**src/rtl/icp_pkg.sv**
```systemverilog
// Package: shared constants and types for the interrupt controller command decoder.
// Assumes byte-wide registers with one bit per interrupt line.
package icp_pkg;
    localparam int unsigned CFG_START_BIT  = 4;   // command word: begin configuration
    localparam int unsigned OCW_SEL_BIT    = 3;   // command word: read/poll control
    localparam int unsigned CFG_FINAL_BIT  = 0;   // first config word: final mode word expected
    localparam int unsigned CFG_SINGLE_BIT = 1;   // first config word: single controller
    localparam int unsigned CFG_LEVEL_BIT  = 3;   // first config word: level trigger
    localparam int unsigned MODE_NEST_BIT  = 4;   // final mode word: nested mode
    localparam int unsigned MODE_AEOI_BIT  = 1;   // final mode word: auto end of interrupt
    localparam int unsigned RC_POLL_BIT    = 2;   // read/poll word: arm poll
    localparam int unsigned RC_RSEN_BIT    = 1;   // read/poll word: update read select
    localparam int unsigned RC_RSISR_BIT   = 0;   // read/poll word: select in-service
    localparam int unsigned RC_SMEN_BIT    = 6;   // read/poll word: update special mask
    localparam int unsigned RC_SMVAL_BIT   = 5;   // read/poll word: special mask value

    typedef enum logic [1:0] {
        CFG_IDLE = 2'd0,
        CFG_BASE = 2'd1,
        CFG_SKIP = 2'd2,
        CFG_MODE = 2'd3
    } cfg_state_t;

    typedef enum logic [2:0] {
        OP_ROT_CLR   = 3'd0,
        OP_EOI_TOP   = 3'd1,
        OP_NOP       = 3'd2,
        OP_EOI_LINE  = 3'd3,
        OP_ROT_SET   = 3'd4,
        OP_EOI_TOP_R = 3'd5,
        OP_SET_OFS   = 3'd6,
        OP_EOI_LINE_R= 3'd7
    } op_code_t;
endpackage

```
**src/rtl/icp_cfg_seq.sv**
```systemverilog
// Module: configuration sequencer and data-port register owner.
// Handles the multi-word configuration sequence, the mask register and the
// mode bits. Assumes the caller has already decoded the port and bit 4.
module icp_cfg_seq
    import icp_pkg::*;
#(
    parameter int unsigned LINES = 8,
    localparam int unsigned DW   = LINES,
    localparam int unsigned LW   = $clog2(LINES)
) (
    input  logic          clk,
    input  logic          rst_n,
    input  logic          cfg_start,   // command-port write with bit 4 set
    input  logic          data_wr,     // data-port write
    input  logic [DW-1:0] wdata,
    output logic [DW-1:0] mask_q,
    output logic [DW-1:0] base_q,
    output logic          nest_q,
    output logic          aeoi_q,
    output logic          init_clr_q,
    output logic          unsup_q,
    output logic          cfg_busy
);
    localparam logic [DW-1:0] BASE_KEEP = ~DW'(LINES - 1);

    cfg_state_t state_q;
    logic       final_exp_q;

    assign cfg_busy = (state_q != CFG_IDLE);

    // Sequence state, mode latches, mask and base register updates.
    always_ff @(posedge clk) begin
        if (!rst_n) begin
            state_q     <= CFG_IDLE;
            final_exp_q <= 1'b0;
            mask_q      <= '0;
            base_q      <= '0;
            nest_q      <= 1'b0;
            aeoi_q      <= 1'b0;
            init_clr_q  <= 1'b0;
            unsup_q     <= 1'b0;
        end else begin
            init_clr_q <= cfg_start;
            unsup_q    <= cfg_start & (wdata[CFG_SINGLE_BIT] | wdata[CFG_LEVEL_BIT]);
            if (cfg_start) begin
                state_q     <= CFG_BASE;
                final_exp_q <= wdata[CFG_FINAL_BIT];
                mask_q      <= '0;
                base_q      <= '0;
                nest_q      <= 1'b0;
                aeoi_q      <= 1'b0;
            end else if (data_wr) begin
                unique case (state_q)
                    CFG_IDLE: mask_q <= wdata;
                    CFG_BASE: begin
                        base_q  <= wdata & BASE_KEEP;
                        state_q <= CFG_SKIP;
                    end
                    CFG_SKIP: state_q <= final_exp_q ? CFG_MODE : CFG_IDLE;
                    CFG_MODE: begin
                        nest_q  <= wdata[MODE_NEST_BIT];
                        aeoi_q  <= wdata[MODE_AEOI_BIT];
                        state_q <= CFG_IDLE;
                    end
                    default: state_q <= CFG_IDLE;
                endcase
            end
        end
    end


    base_step_chk: assert property (@(posedge clk) disable iff (!rst_n)
        (state_q == CFG_BASE && data_wr && !cfg_start)
        |=> (state_q == CFG_SKIP && base_q[LW-1:0] == '0));


    mask_hold_chk: assert property (@(posedge clk) disable iff (!rst_n)
        !(data_wr && state_q == CFG_IDLE) && !cfg_start |=> $stable(mask_q));


    init_pulse_chk: assert property (@(posedge clk) disable iff (!rst_n)
        init_clr_q |-> (state_q == CFG_BASE && mask_q == '0 && !nest_q && !aeoi_q));
endmodule

```
**src/rtl/icp_op_ctl.sv**
```systemverilog
// Module: run-time command decoder.
// Decodes end-of-interrupt/rotation opcodes and read/poll control words into
// registered one-cycle strobes and mode latches. Assumes the resolver status
// inputs are valid in the cycle of the access.
module icp_op_ctl
    import icp_pkg::*;
#(
    parameter int unsigned LINES = 8,
    localparam int unsigned DW   = LINES,
    localparam int unsigned LW   = $clog2(LINES)
) (
    input  logic          clk,
    input  logic          rst_n,
    input  logic          cfg_start,
    input  logic          rc_wr,       // read/poll control word
    input  logic          op_wr,       // opcode word
    input  logic [DW-1:0] wdata,
    input  logic          poll_rd,     // read while poll armed
    input  logic          win_v,
    input  logic [LW-1:0] win_l,
    input  logic          top_v,
    input  logic [LW-1:0] top_l,
    output logic          rs_isr_q,
    output logic          poll_q,
    output logic          smask_q,
    output logic          rot_q,
    output logic          eoi_q,
    output logic [LW-1:0] eoi_line_q,
    output logic          ofs_q,
    output logic [LW-1:0] ofs_val_q,
    output logic          pack_q,
    output logic [LW-1:0] pack_line_q
);
    op_code_t      op;
    logic [LW-1:0] wline;

    assign op    = op_code_t'(wdata[DW-1 -: 3]);
    assign wline = wdata[LW-1:0];

    // Strobes and mode latches driven by writes and poll reads.
    always_ff @(posedge clk) begin
        if (!rst_n) begin
            rs_isr_q    <= 1'b0;
            poll_q      <= 1'b0;
            smask_q     <= 1'b0;
            rot_q       <= 1'b0;
            eoi_q       <= 1'b0;
            eoi_line_q  <= '0;
            ofs_q       <= 1'b0;
            ofs_val_q   <= '0;
            pack_q      <= 1'b0;
            pack_line_q <= '0;
        end else begin
            eoi_q  <= 1'b0;
            ofs_q  <= 1'b0;
            pack_q <= 1'b0;
            if (poll_rd) begin
                poll_q <= 1'b0;
                if (win_v) begin
                    pack_q      <= 1'b1;
                    pack_line_q <= win_l;
                end
            end
            if (cfg_start) begin
                rs_isr_q <= 1'b0;
                poll_q   <= 1'b0;
                smask_q  <= 1'b0;
                rot_q    <= 1'b0;
            end else if (rc_wr) begin
                if (wdata[RC_POLL_BIT]) poll_q   <= 1'b1;
                if (wdata[RC_RSEN_BIT]) rs_isr_q <= wdata[RC_RSISR_BIT];
                if (wdata[RC_SMEN_BIT]) smask_q  <= wdata[RC_SMVAL_BIT];
            end else if (op_wr) begin
                unique case (op)
                    OP_ROT_CLR, OP_ROT_SET: rot_q <= op[2];
                    OP_EOI_TOP, OP_EOI_TOP_R: begin
                        if (top_v) begin
                            eoi_q      <= 1'b1;
                            eoi_line_q <= top_l;
                            if (op == OP_EOI_TOP_R) begin
                                ofs_q     <= 1'b1;
                                ofs_val_q <= top_l + 1'b1;
                            end
                        end
                    end
                    OP_EOI_LINE, OP_EOI_LINE_R: begin
                        eoi_q      <= 1'b1;
                        eoi_line_q <= wline;
                        if (op == OP_EOI_LINE_R) begin
                            ofs_q     <= 1'b1;
                            ofs_val_q <= wline + 1'b1;
                        end
                    end
                    OP_SET_OFS: begin
                        ofs_q     <= 1'b1;
                        ofs_val_q <= wline + 1'b1;
                    end
                    default: ;
                endcase
            end
        end
    end


    poll_drop_chk: assert property (@(posedge clk) disable iff (!rst_n)
        (poll_rd && !rc_wr) |=> !poll_q);


    eoi_src_chk: assert property (@(posedge clk) disable iff (!rst_n)
        eoi_q |-> $past(op_wr));


    pack_src_chk: assert property (@(posedge clk) disable iff (!rst_n)
        pack_q |-> ($past(poll_rd) && $past(win_v)));
endmodule

```
**src/rtl/icp_rd_mux.sv**
```systemverilog
// Module: read data selection.
// Returns the poll result, the mask, or the selected resolver register.
// Purely combinational; assumes rd_data is sampled while the read is active.
module icp_rd_mux #(
    parameter int unsigned LINES = 8,
    localparam int unsigned DW   = LINES,
    localparam int unsigned LW   = $clog2(LINES)
) (
    input  logic          port_sel,
    input  logic          poll_q,
    input  logic          rs_isr_q,
    input  logic          win_v,
    input  logic [LW-1:0] win_l,
    input  logic [DW-1:0] mask_q,
    input  logic [DW-1:0] irr,
    input  logic [DW-1:0] isr,
    output logic [DW-1:0] rd_data
);
    localparam logic [DW-1:0] NO_WIN = DW'(LINES - 1);

    logic [DW-1:0] poll_byte;

    // Poll result: winning line zero-extended, or the lowest-priority code.
    always_comb begin
        poll_byte = win_v ? {{(DW-LW){1'b0}}, win_l} : NO_WIN;
    end

    // Final read selection by poll state and port.
    always_comb begin
        if (poll_q)        rd_data = poll_byte;
        else if (port_sel) rd_data = mask_q;
        else if (rs_isr_q) rd_data = isr;
        else               rd_data = irr;
    end
endmodule

```
**src/rtl/intc_cmd_decoder.sv**
```systemverilog
// Module: top of the interrupt controller command decoder.
// Splits each access into configuration start, data write, read/poll word or
// opcode word, and wires the sequencer, opcode controller and read mux.
// Assumes at most one of wr_en and rd_en is set per cycle.
module intc_cmd_decoder
    import icp_pkg::*;
#(
    parameter int unsigned LINES = 8,
    localparam int unsigned DW   = LINES,
    localparam int unsigned LW   = $clog2(LINES)
) (
    input  logic          clk,
    input  logic          rst_n,
    input  logic          port_sel,
    input  logic          wr_en,
    input  logic          rd_en,
    input  logic [DW-1:0] wr_data,
    input  logic [DW-1:0] res_irr,
    input  logic [DW-1:0] res_isr,
    input  logic          win_valid,
    input  logic [LW-1:0] win_line,
    input  logic          top_isr_valid,
    input  logic [LW-1:0] top_isr_line,
    output logic [DW-1:0] rd_data,
    output logic [DW-1:0] mask_out,
    output logic [DW-1:0] base_out,
    output logic          nested_mode,
    output logic          auto_eoi,
    output logic          rot_auto_eoi,
    output logic          special_mask,
    output logic          init_clr,
    output logic          cfg_unsup,
    output logic          eoi_stb,
    output logic [LW-1:0] eoi_line,
    output logic          ofs_stb,
    output logic [LW-1:0] ofs_val,
    output logic          poll_ack,
    output logic [LW-1:0] poll_line
);
    logic cmd_wr, cfg_start, data_wr, rc_wr, op_wr, poll_rd;
    logic rs_isr_q, poll_q, cfg_busy;

    // Access classification by port and command bits.
    always_comb begin
        cmd_wr    = wr_en & ~port_sel;
        cfg_start = cmd_wr &  wr_data[CFG_START_BIT];
        rc_wr     = cmd_wr & ~wr_data[CFG_START_BIT] &  wr_data[OCW_SEL_BIT];
        op_wr     = cmd_wr & ~wr_data[CFG_START_BIT] & ~wr_data[OCW_SEL_BIT];
        data_wr   = wr_en & port_sel;
        poll_rd   = rd_en & poll_q;
    end

    icp_cfg_seq #(.LINES(LINES)) u_cfg (
        .clk        (clk),
        .rst_n      (rst_n),
        .cfg_start  (cfg_start),
        .data_wr    (data_wr),
        .wdata      (wr_data),
        .mask_q     (mask_out),
        .base_q     (base_out),
        .nest_q     (nested_mode),
        .aeoi_q     (auto_eoi),
        .init_clr_q (init_clr),
        .unsup_q    (cfg_unsup),
        .cfg_busy   (cfg_busy)
    );

    icp_op_ctl #(.LINES(LINES)) u_op (
        .clk         (clk),
        .rst_n       (rst_n),
        .cfg_start   (cfg_start),
        .rc_wr       (rc_wr),
        .op_wr       (op_wr),
        .wdata       (wr_data),
        .poll_rd     (poll_rd),
        .win_v       (win_valid),
        .win_l       (win_line),
        .top_v       (top_isr_valid),
        .top_l       (top_isr_line),
        .rs_isr_q    (rs_isr_q),
        .poll_q      (poll_q),
        .smask_q     (special_mask),
        .rot_q       (rot_auto_eoi),
        .eoi_q       (eoi_stb),
        .eoi_line_q  (eoi_line),
        .ofs_q       (ofs_stb),
        .ofs_val_q   (ofs_val),
        .pack_q      (poll_ack),
        .pack_line_q (poll_line)
    );

    icp_rd_mux #(.LINES(LINES)) u_rd (
        .port_sel (port_sel),
        .poll_q   (poll_q),
        .rs_isr_q (rs_isr_q),
        .win_v    (win_valid),
        .win_l    (win_line),
        .mask_q   (mask_out),
        .irr      (res_irr),
        .isr      (res_isr),
        .rd_data  (rd_data)
    );


    strobe_excl_chk: assert property (@(posedge clk) disable iff (!rst_n)
        init_clr |-> !(eoi_stb || ofs_stb));


    busy_after_start_chk: assert property (@(posedge clk) disable iff (!rst_n)
        cfg_start |=> cfg_busy);
endmodule

```
**config.mk**
```make
export PLATFORM = sky130hd
export DESIGN_NAME = intc_cmd_decoder
export DESIGN_NICKNAME = d
export VERILOG_FILES = /design/src/rtl/icp_pkg.sv /design/src/rtl/icp_cfg_seq.sv /design/src/rtl/icp_op_ctl.sv /design/src/rtl/icp_rd_mux.sv /design/src/rtl/intc_cmd_decoder.sv
export SDC_FILE = /design/constraint.sdc
export NUM_CORES = 1
export LEC_CHECK = 0
export BUFFER_PORTS_ARGS = -buffer_cell sky130_fd_sc_hd__buf_4
export CORE_MARGIN = 2
export CORE_UTILIZATION = 46
export CTS_CLUSTER_SIZE = 24
export DETAILED_ROUTE_END_ITERATION = 8
export PLACE_DENSITY = 0.79
export SLEW_MARGIN = 20
export SYNTH_ARGS = -nofsm -noshare
export SYNTH_HDL_FRONTEND = slang
export SYNTH_SLANG_ARGS = --single-unit
```
**constraint.sdc**
```tcl
create_clock -name clk -period 2.1 [get_ports clk]
set_input_delay 0.105 -clock clk [delete_from_list [all_inputs] [get_ports clk]]
set_output_delay 0.105 -clock clk [all_outputs]
set_load 0.05 [all_outputs]
```
==> flow_summary.yaml, run 1 <==
outcome:
  status: "completed"
worst_setup_path:
  crit_buf_inv: 1
  worstPathRequired_ns: 2.00
  worst-path-stages: 5
  crit_type: "register to primary output"
  slowest_stage: "dfxtp_1"
  cp-end-kind: "primary output"
  reg2reg_depth: 3
  crit_path_end: "rd_data[0]"
  cp_top_family: "flip-flops"
  worstPathArrival_ns: 1.67
  r2r_end: "u_cfg.base_q[6]"
  crit_fanout: 9
  worstPathCellList: "mux2i_1, nor2_1, a211oi_1, a31oi_1, buf_4"
  r2r_setup_slack_ns: 0.83
  worstReg2RegStart: "u_cfg.state_q[0]"
  cp-start-kind: "register"
  crit_start: "u_op.rs_isr_q"
  critPathMaxStageDelay_ns: 0.61
layout:
  drive_gt1_share_pct: 33.3
  area_growth_pct: 39.7
  nets: 307
  final_common_cell: "buf_4"
  seq_area_um2: 721
  antennaDiodeCount: 0
  multiInputGateArea_um2: 895
  final_cell_mix: "77 x buf_4, 43 x nor2_1, 36 x dfxtp_1"
  nFillCells: 336
timing:
  period_share_pct: 84.4
  min_period_ns: 1.77
  clock_skew_ns: 0.00187
  finalSetupViolCount: 0
  slew_viol_final: 0
  final.setup.tns_ns: 0
  holdWs_ns: 0.0675
  rsz0062_at_grt: "no"
  slew_headroom_pct: 53.7
  final-hold-violation-count: 0
  tightest_slew_ns: 0.693
  fmax_mhz: 564
  setup_ws_ns: 0.328
floorplanning:
  die_x_um: 64.6
  core_um2: 3610
  pin_count: 79
  dieArea_um2: 4180
  start_util_pct: 46.9
  rows: 22
  die_h_um: 64.6
pwr:
  p_leak_nw: 1.13
  p_per_area_nw_per_um2: 641
  swShare_pct: 28.5
  p_sw_uw: 432
  p_int_mw: 1.08
  clkPwrFrac_pct: 32.7
  power_frac_seq_pct: 46.9
  ir_worst_vdd_v: 0.000656
  combPwrFrac_pct: 20.4
synth:
  ys_async_sr_fraction_pct: 0
  ys_warn_count: 0
  ys_seq_area_share_pct: 42.6
  synth-edff-count: 0
  ys_seq_elements: 36
  synth_cells: 195
  synth_cell_type_count: 33
  syn_avg_cell_area_um2: 8.67
  ys.flop_type: "dfxtp_1"
  syn_area_um2: 1690
grt:
  grt_pass1_vias: 1420
  grt_use_total_pct: 20.6
  grt_max_degree: 25
  grt_overflow: 0
  grt_pass1_wl_um: 6820
  antenna_found_initial: 0
run:
  max_cap_viol_count: 0
detailed_routing:
  drtAntennaViolNets: 0
  first_pass_iters: 4
  routed_via_density: 5.12
  vias: 1628
  avgRoutedWirePerCell_um: 13.0
  drt_wl_total_um: 4130
  drt_iter0_drc: 52
  post-route-drc-count: 0
clocking:
  cts_hold_buf: 0
  cts_tree: "built"
  root_buffer: "clkbuf_8"
  insertion_delay_ns: 0.28
  htreeDepth: 2
  clk_pin_slew_ns: 0.07
  clock-sinks: 36
  cts_setup_buffers: 0
  cts_resized: 0
  cts_buffers: 5
  clk_path_buf_depth: 2
place:
  gp_congestion: 0.809
  pre_cts_slack_ns: 0.164
  port_buffers: 75
  dp_hpwl_um: 3040
hold_path:
  hp-class: "primary input to register"
[synthesized netlist by cell type, types with 2 or more instances]
master | instances | area (um^2)
a211oi_1 | 3 | 22.5
a21oi_1 | 10 | 50.1
a311oi_1 | 3 | 26.3
a31oi_1 | 3 | 18.8
and3_1 | 2 | 12.5
buf_4 | 3 | 22.5
clkbuf_1 | 8 | 30.0
dfxtp_1 | 36 | 721
inv_1 | 4 | 15.0
mux2_2 | 2 | 22.5
mux2i_1 | 29 | 290
nand2_1 | 15 | 56.3
nand3_1 | 7 | 35.0
nand4_1 | 2 | 12.5
nor2_1 | 43 | 161
nor2b_1 | 2 | 12.5
o21a_1 | 3 | 22.5
o21ai_0 | 5 | 25.0
[sequential cells by signal, indices dropped and copies added, names as in the netlist]
signal / flops
u_cfg.aeoi_q: 1
u_op.eoi_q: 1
u_cfg.nest_q: 1
u_cfg.state_q: 2
u_op.pack_line_q: 3
u_op.smask_q: 1
u_op.rs_isr_q: 1
u_cfg.mask_q: 8
u_op.rot_q: 1
u_op.pack_q: 1
u_op.ofs_val_q: 3
u_cfg.init_clr_q: 1
u_op.ofs_q: 1
u_op.eoi_line_q: 3
u_cfg.unsup_q: 1
u_cfg.base_q: 5
u_cfg.final_exp_q: 1
u_op.poll_q: 1
[worst min-delay path, delay by kind of cell]
family | cells | cell delay [ns]
muxes | 1 | 0.05
buffers and inverters | 1 | 0.08
and+or+nand+nor | 1 | 0.07
[power groups by stage]
stage          Clock, mW  Sequential, mW  Combinational (mW)
3_3_place_gp           0           0.725               0.305
2_1_floorplan          0           0.763               0.153
6_report           0.494           0.710               0.309
4_1_cts            0.509           0.710               0.310
3_5_place_dp           0           0.726               0.308
5_1_grt            0.533           0.712               0.331
[per-layer routing]
metal	wire length, um	share of wire [%]	up-vias	GRT usage, %
met3	363	8.8	7	5.38
met1	1890	46	733	27.2
met5	0	0	-	0
li1	-	-	819	-
met2	1820	44	69	32.9
met4	53	1.3	0	6.91
[worst min path at each step]
| stage | from | endpoint | slack, ns | cells after the start |
|---|---|---|---|---|
| global route | wr_data[3] | u_cfg.unsup_q | 0.09 | 2 |
| floorplan | wr_data[0] | u_cfg.final_exp_q | 0.21 | 2 |
| finish | win_line[1] | u_op.pack_line_q[1] | 0.07 | 3 |
| detailed placement | win_line[1] | u_op.pack_line_q[1] | 0.36 | 3 |
| global placement | win_line[1] | u_op.pack_line_q[1] | 0.35 | 3 |
| CTS | win_line[1] | u_op.pack_line_q[1] | 0.07 | 3 |
[cells by family after synthesis]
kind of cell | after synthesis | synth area share [%]
AO/OA/AOI/OAI | 29 | 11.1
adder cells (fa/ha/maj) | 1 | 0.740
buffers and inverters | 17 | 4.88
flip-flops | 36 | 42.6
multiplexers | 31 | 18.5
other | 1 | 0.222
AND/OR/NAND/NOR | 80 | 21.9
[through the flow]
step                instance area [um^2]  std cells  utilization (%)  power, mW
floorplan                           1700        197                -      0.916
global placement                    2270        310             63.0       1.03
detailed placement                  2270        310             63.0       1.03
CTS                                 2360        318             65.5       1.53
global route                        2360        318             65.5       1.58
finish                              2360        318             65.5       1.51
[layout make-up]
class / instances / share of cell area (%)
Timing Repair Buffer: 77 / 24.5
Tap cell: 48 / 2.54
Inverter: 5 / 0.794
Multi-Input combinational cell: 144 / 37.9
Clock buffer: 8 / 3.81
Sequential cell: 36 / 30.5
No activity file was read; power rests on OpenSTA's default activity.
==> run 2, diff against run 1 <==
--- a/config.mk
+++ b/config.mk
@@ -7,10 +7,10 @@
 export LEC_CHECK = 0
 export BUFFER_PORTS_ARGS = -buffer_cell sky130_fd_sc_hd__buf_4
 export CORE_MARGIN = 2
-export CORE_UTILIZATION = 46
+export CORE_UTILIZATION = 41
 export CTS_CLUSTER_SIZE = 24
 export DETAILED_ROUTE_END_ITERATION = 8
-export PLACE_DENSITY = 0.79
+export PLACE_DENSITY = 0.75
 export SLEW_MARGIN = 20
 export SYNTH_ARGS = -nofsm -noshare
 export SYNTH_HDL_FRONTEND = slang
==> constraint.sdc (replaced) <==
create_clock -name clk -period 1.55 [get_ports clk]
set_input_delay 0.0775 -clock clk [delete_from_list [all_inputs] [get_ports clk]]
set_output_delay 0.0775 -clock clk [all_outputs]
set_load 0.05 [all_outputs]
==> flow_summary.yaml, run 2 (synthesis gave the netlist of run 1 again) <==
pwr:
  ir_worst_vdd_v: 0.000520
  p_per_area_nw_per_um2: 866
  p_leak_nw: 1.21
  p_total_mw: 2.23
timing:
  holdWs_ns: 0.0279
  rsz0062_at_grt: "yes"
  final.setup.tns_ns: -0.00831
  setup_ws_ns: -0.00831
  final-hold-violation-count: 0
  finalSetupViolCount: 1
  fmax_mhz: 642
  slew_viol_final: 0
  period_share_pct: 101
  min_period_ns: 1.56
  clock_skew_ns: 0.00415
place:
  post-place-cells: 324
  place_area_um2: 2420
  gp_congestion: 0.840
  dp_hpwl_um: 3290
  port_buffers: 75
layout:
  antennaDiodeCount: 0
  reg_top3: "u_cfg.mask_q (8), u_cfg.base_q (5)"
  drive_gt1_share_pct: 41.7
  stdcell_area_um2: 2580
  largest_reg_flops: 8
  final_cell_mix: "83 x buf_4, 38 x nor2_1, 35 x dfxtp_1"
  nets: 320
  largest-register: "u_cfg.mask_q"
  final_common_cell: "buf_4"
  fin_cells: 333
  area_growth_pct: 52.7
detailed_routing:
  avgRoutedWirePerCell_um: 13.2
  drtAntennaViolNets: 0
  vias: 1689
  post-route-drc-count: 0
  first_pass_iters: 4
  drt_wl_total_um: 4390
  routed_via_density: 5.07
  drt_iter0_drc: 37
worst_setup_path:
  worstPathRequired_ns: 1.47
  crit_fanout: 4
  reg2reg_depth: 3
  crit_type: "register to primary output"
  worstReg2RegStart: "u_op.poll_q"
  cp-start-kind: "register"
  worstPathArrival_ns: 1.48
  r2r_setup_slack_ns: 0.25
  r2r_end: "u_op.pack_line_q[1]"
  cp-end-kind: "primary output"
hold_path:
  hold_end: "u_op.pack_line_q[0]"
  whs_path_depth: 3
  min-delay-start: "win_line[0]"
  hp-class: "primary input to register"
floorplanning:
  core_um2: 3970
  pin_count: 79
  rows: 23
  die_x_um: 68.2
  start_util_pct: 42.6
  dieArea_um2: 4650
  die_h_um: 68.2
run:
  max_cap_viol_count: 0
grt:
  grt_max_degree: 23
  grt_pass1_wl_um: 6460
  grt_pass1_vias: 1389
  grt_overflow: 0
  antenna_found_initial: 0
  grt_use_total_pct: 18.7
clocking:
  cts_hold_buf: 0
  clk_path_buf_depth: 2
  clk_pin_slew_ns: 0.07
  cts_tree: "built"
  htreeDepth: 2
  root_buffer: "clkbuf_8"
  cts_buffers: 5
  insertion_delay_ns: 0.29
  clock-sinks: 36
outcome:
  status: "finished, violations left"
  violations: "negative setup slack"
## run 2: cell count changes in the layout (fill, tap and decap cells not counted), sizes merged
cell,change
buf,+13
bufinv,+1
clkbuf,-2
clkinv,+1
## run 2: repair_timing
action | CTS | global route
gates resized for setup | 5 | 8
cloned | 0 | 0
buffers inserted | 0 | 1
pin swaps | 0 | 1
endpoints found under the setup margin | 8 | 8
hold endpoints to repair | 0 | 0
## run 2: power by group
group          leakage [nW]  switching (mW)  internal, mW
clock network        0.0552           0.330         0.477
registers             0.292          0.0171         0.943
logic                 0.866           0.278         0.189
## run 2: layout make-up
cell class | count | area (um^2)
sequential | 36 | 724
fill | 357 | 1390
multi-input combinational | 144 | 966
clock buffer | 6 | 72.6
tap | 50 | 62.6
inverter | 5 | 18.8
clock inverter | 2 | 35.0
timing repair buffer | 90 | 702
## run 2: per-stage QoR
step                setup WS [ns]  util, %
floorplan                 -0.0354        -
global placement          -0.0997     60.9
detailed placement         -0.146     60.9
CTS                        0.0134     64.0
global route              -0.0765     65.0
finish                   -0.00831     65.0
## run 2: how the worst max path moves through the flow
stage | startpoint | to | slack (ns) | depth (start not counted)
floorplan | u_op.rs_isr_q | rd_data[0] | -0.04 | 5
global placement | wr_data[7] | u_op.ofs_val_q[2] | -0.1 | 6
detailed placement | wr_data[7] | u_op.ofs_val_q[2] | -0.15 | 6
CTS | u_op.rs_isr_q | rd_data[5] | 0.01 | 6
global route | u_op.rs_isr_q | rd_data[2] | -0.08 | 5
finish | u_op.rs_isr_q | rd_data[2] | -0.008 | 5
## run 2: critical path, stage by stage (launching register included)
cell and delay, ns:
dfxtp_4 0.38, mux2i_1 0.22, nor2_1 0.08, a211oi_2 0.28, a31oi_4 0.05, buf_6 0.17
## run 2: layer usage
layer / GRT usage, % / vias up / part of all wire, %
li1: - / 843 / -
met3: 6.25 / 5 / 9.2
met1: 22.8 / 778 / 42
met5: 0 / - / 0
met4: 7.00 / 0 / 1.3
met2: 30.5 / 63 / 48
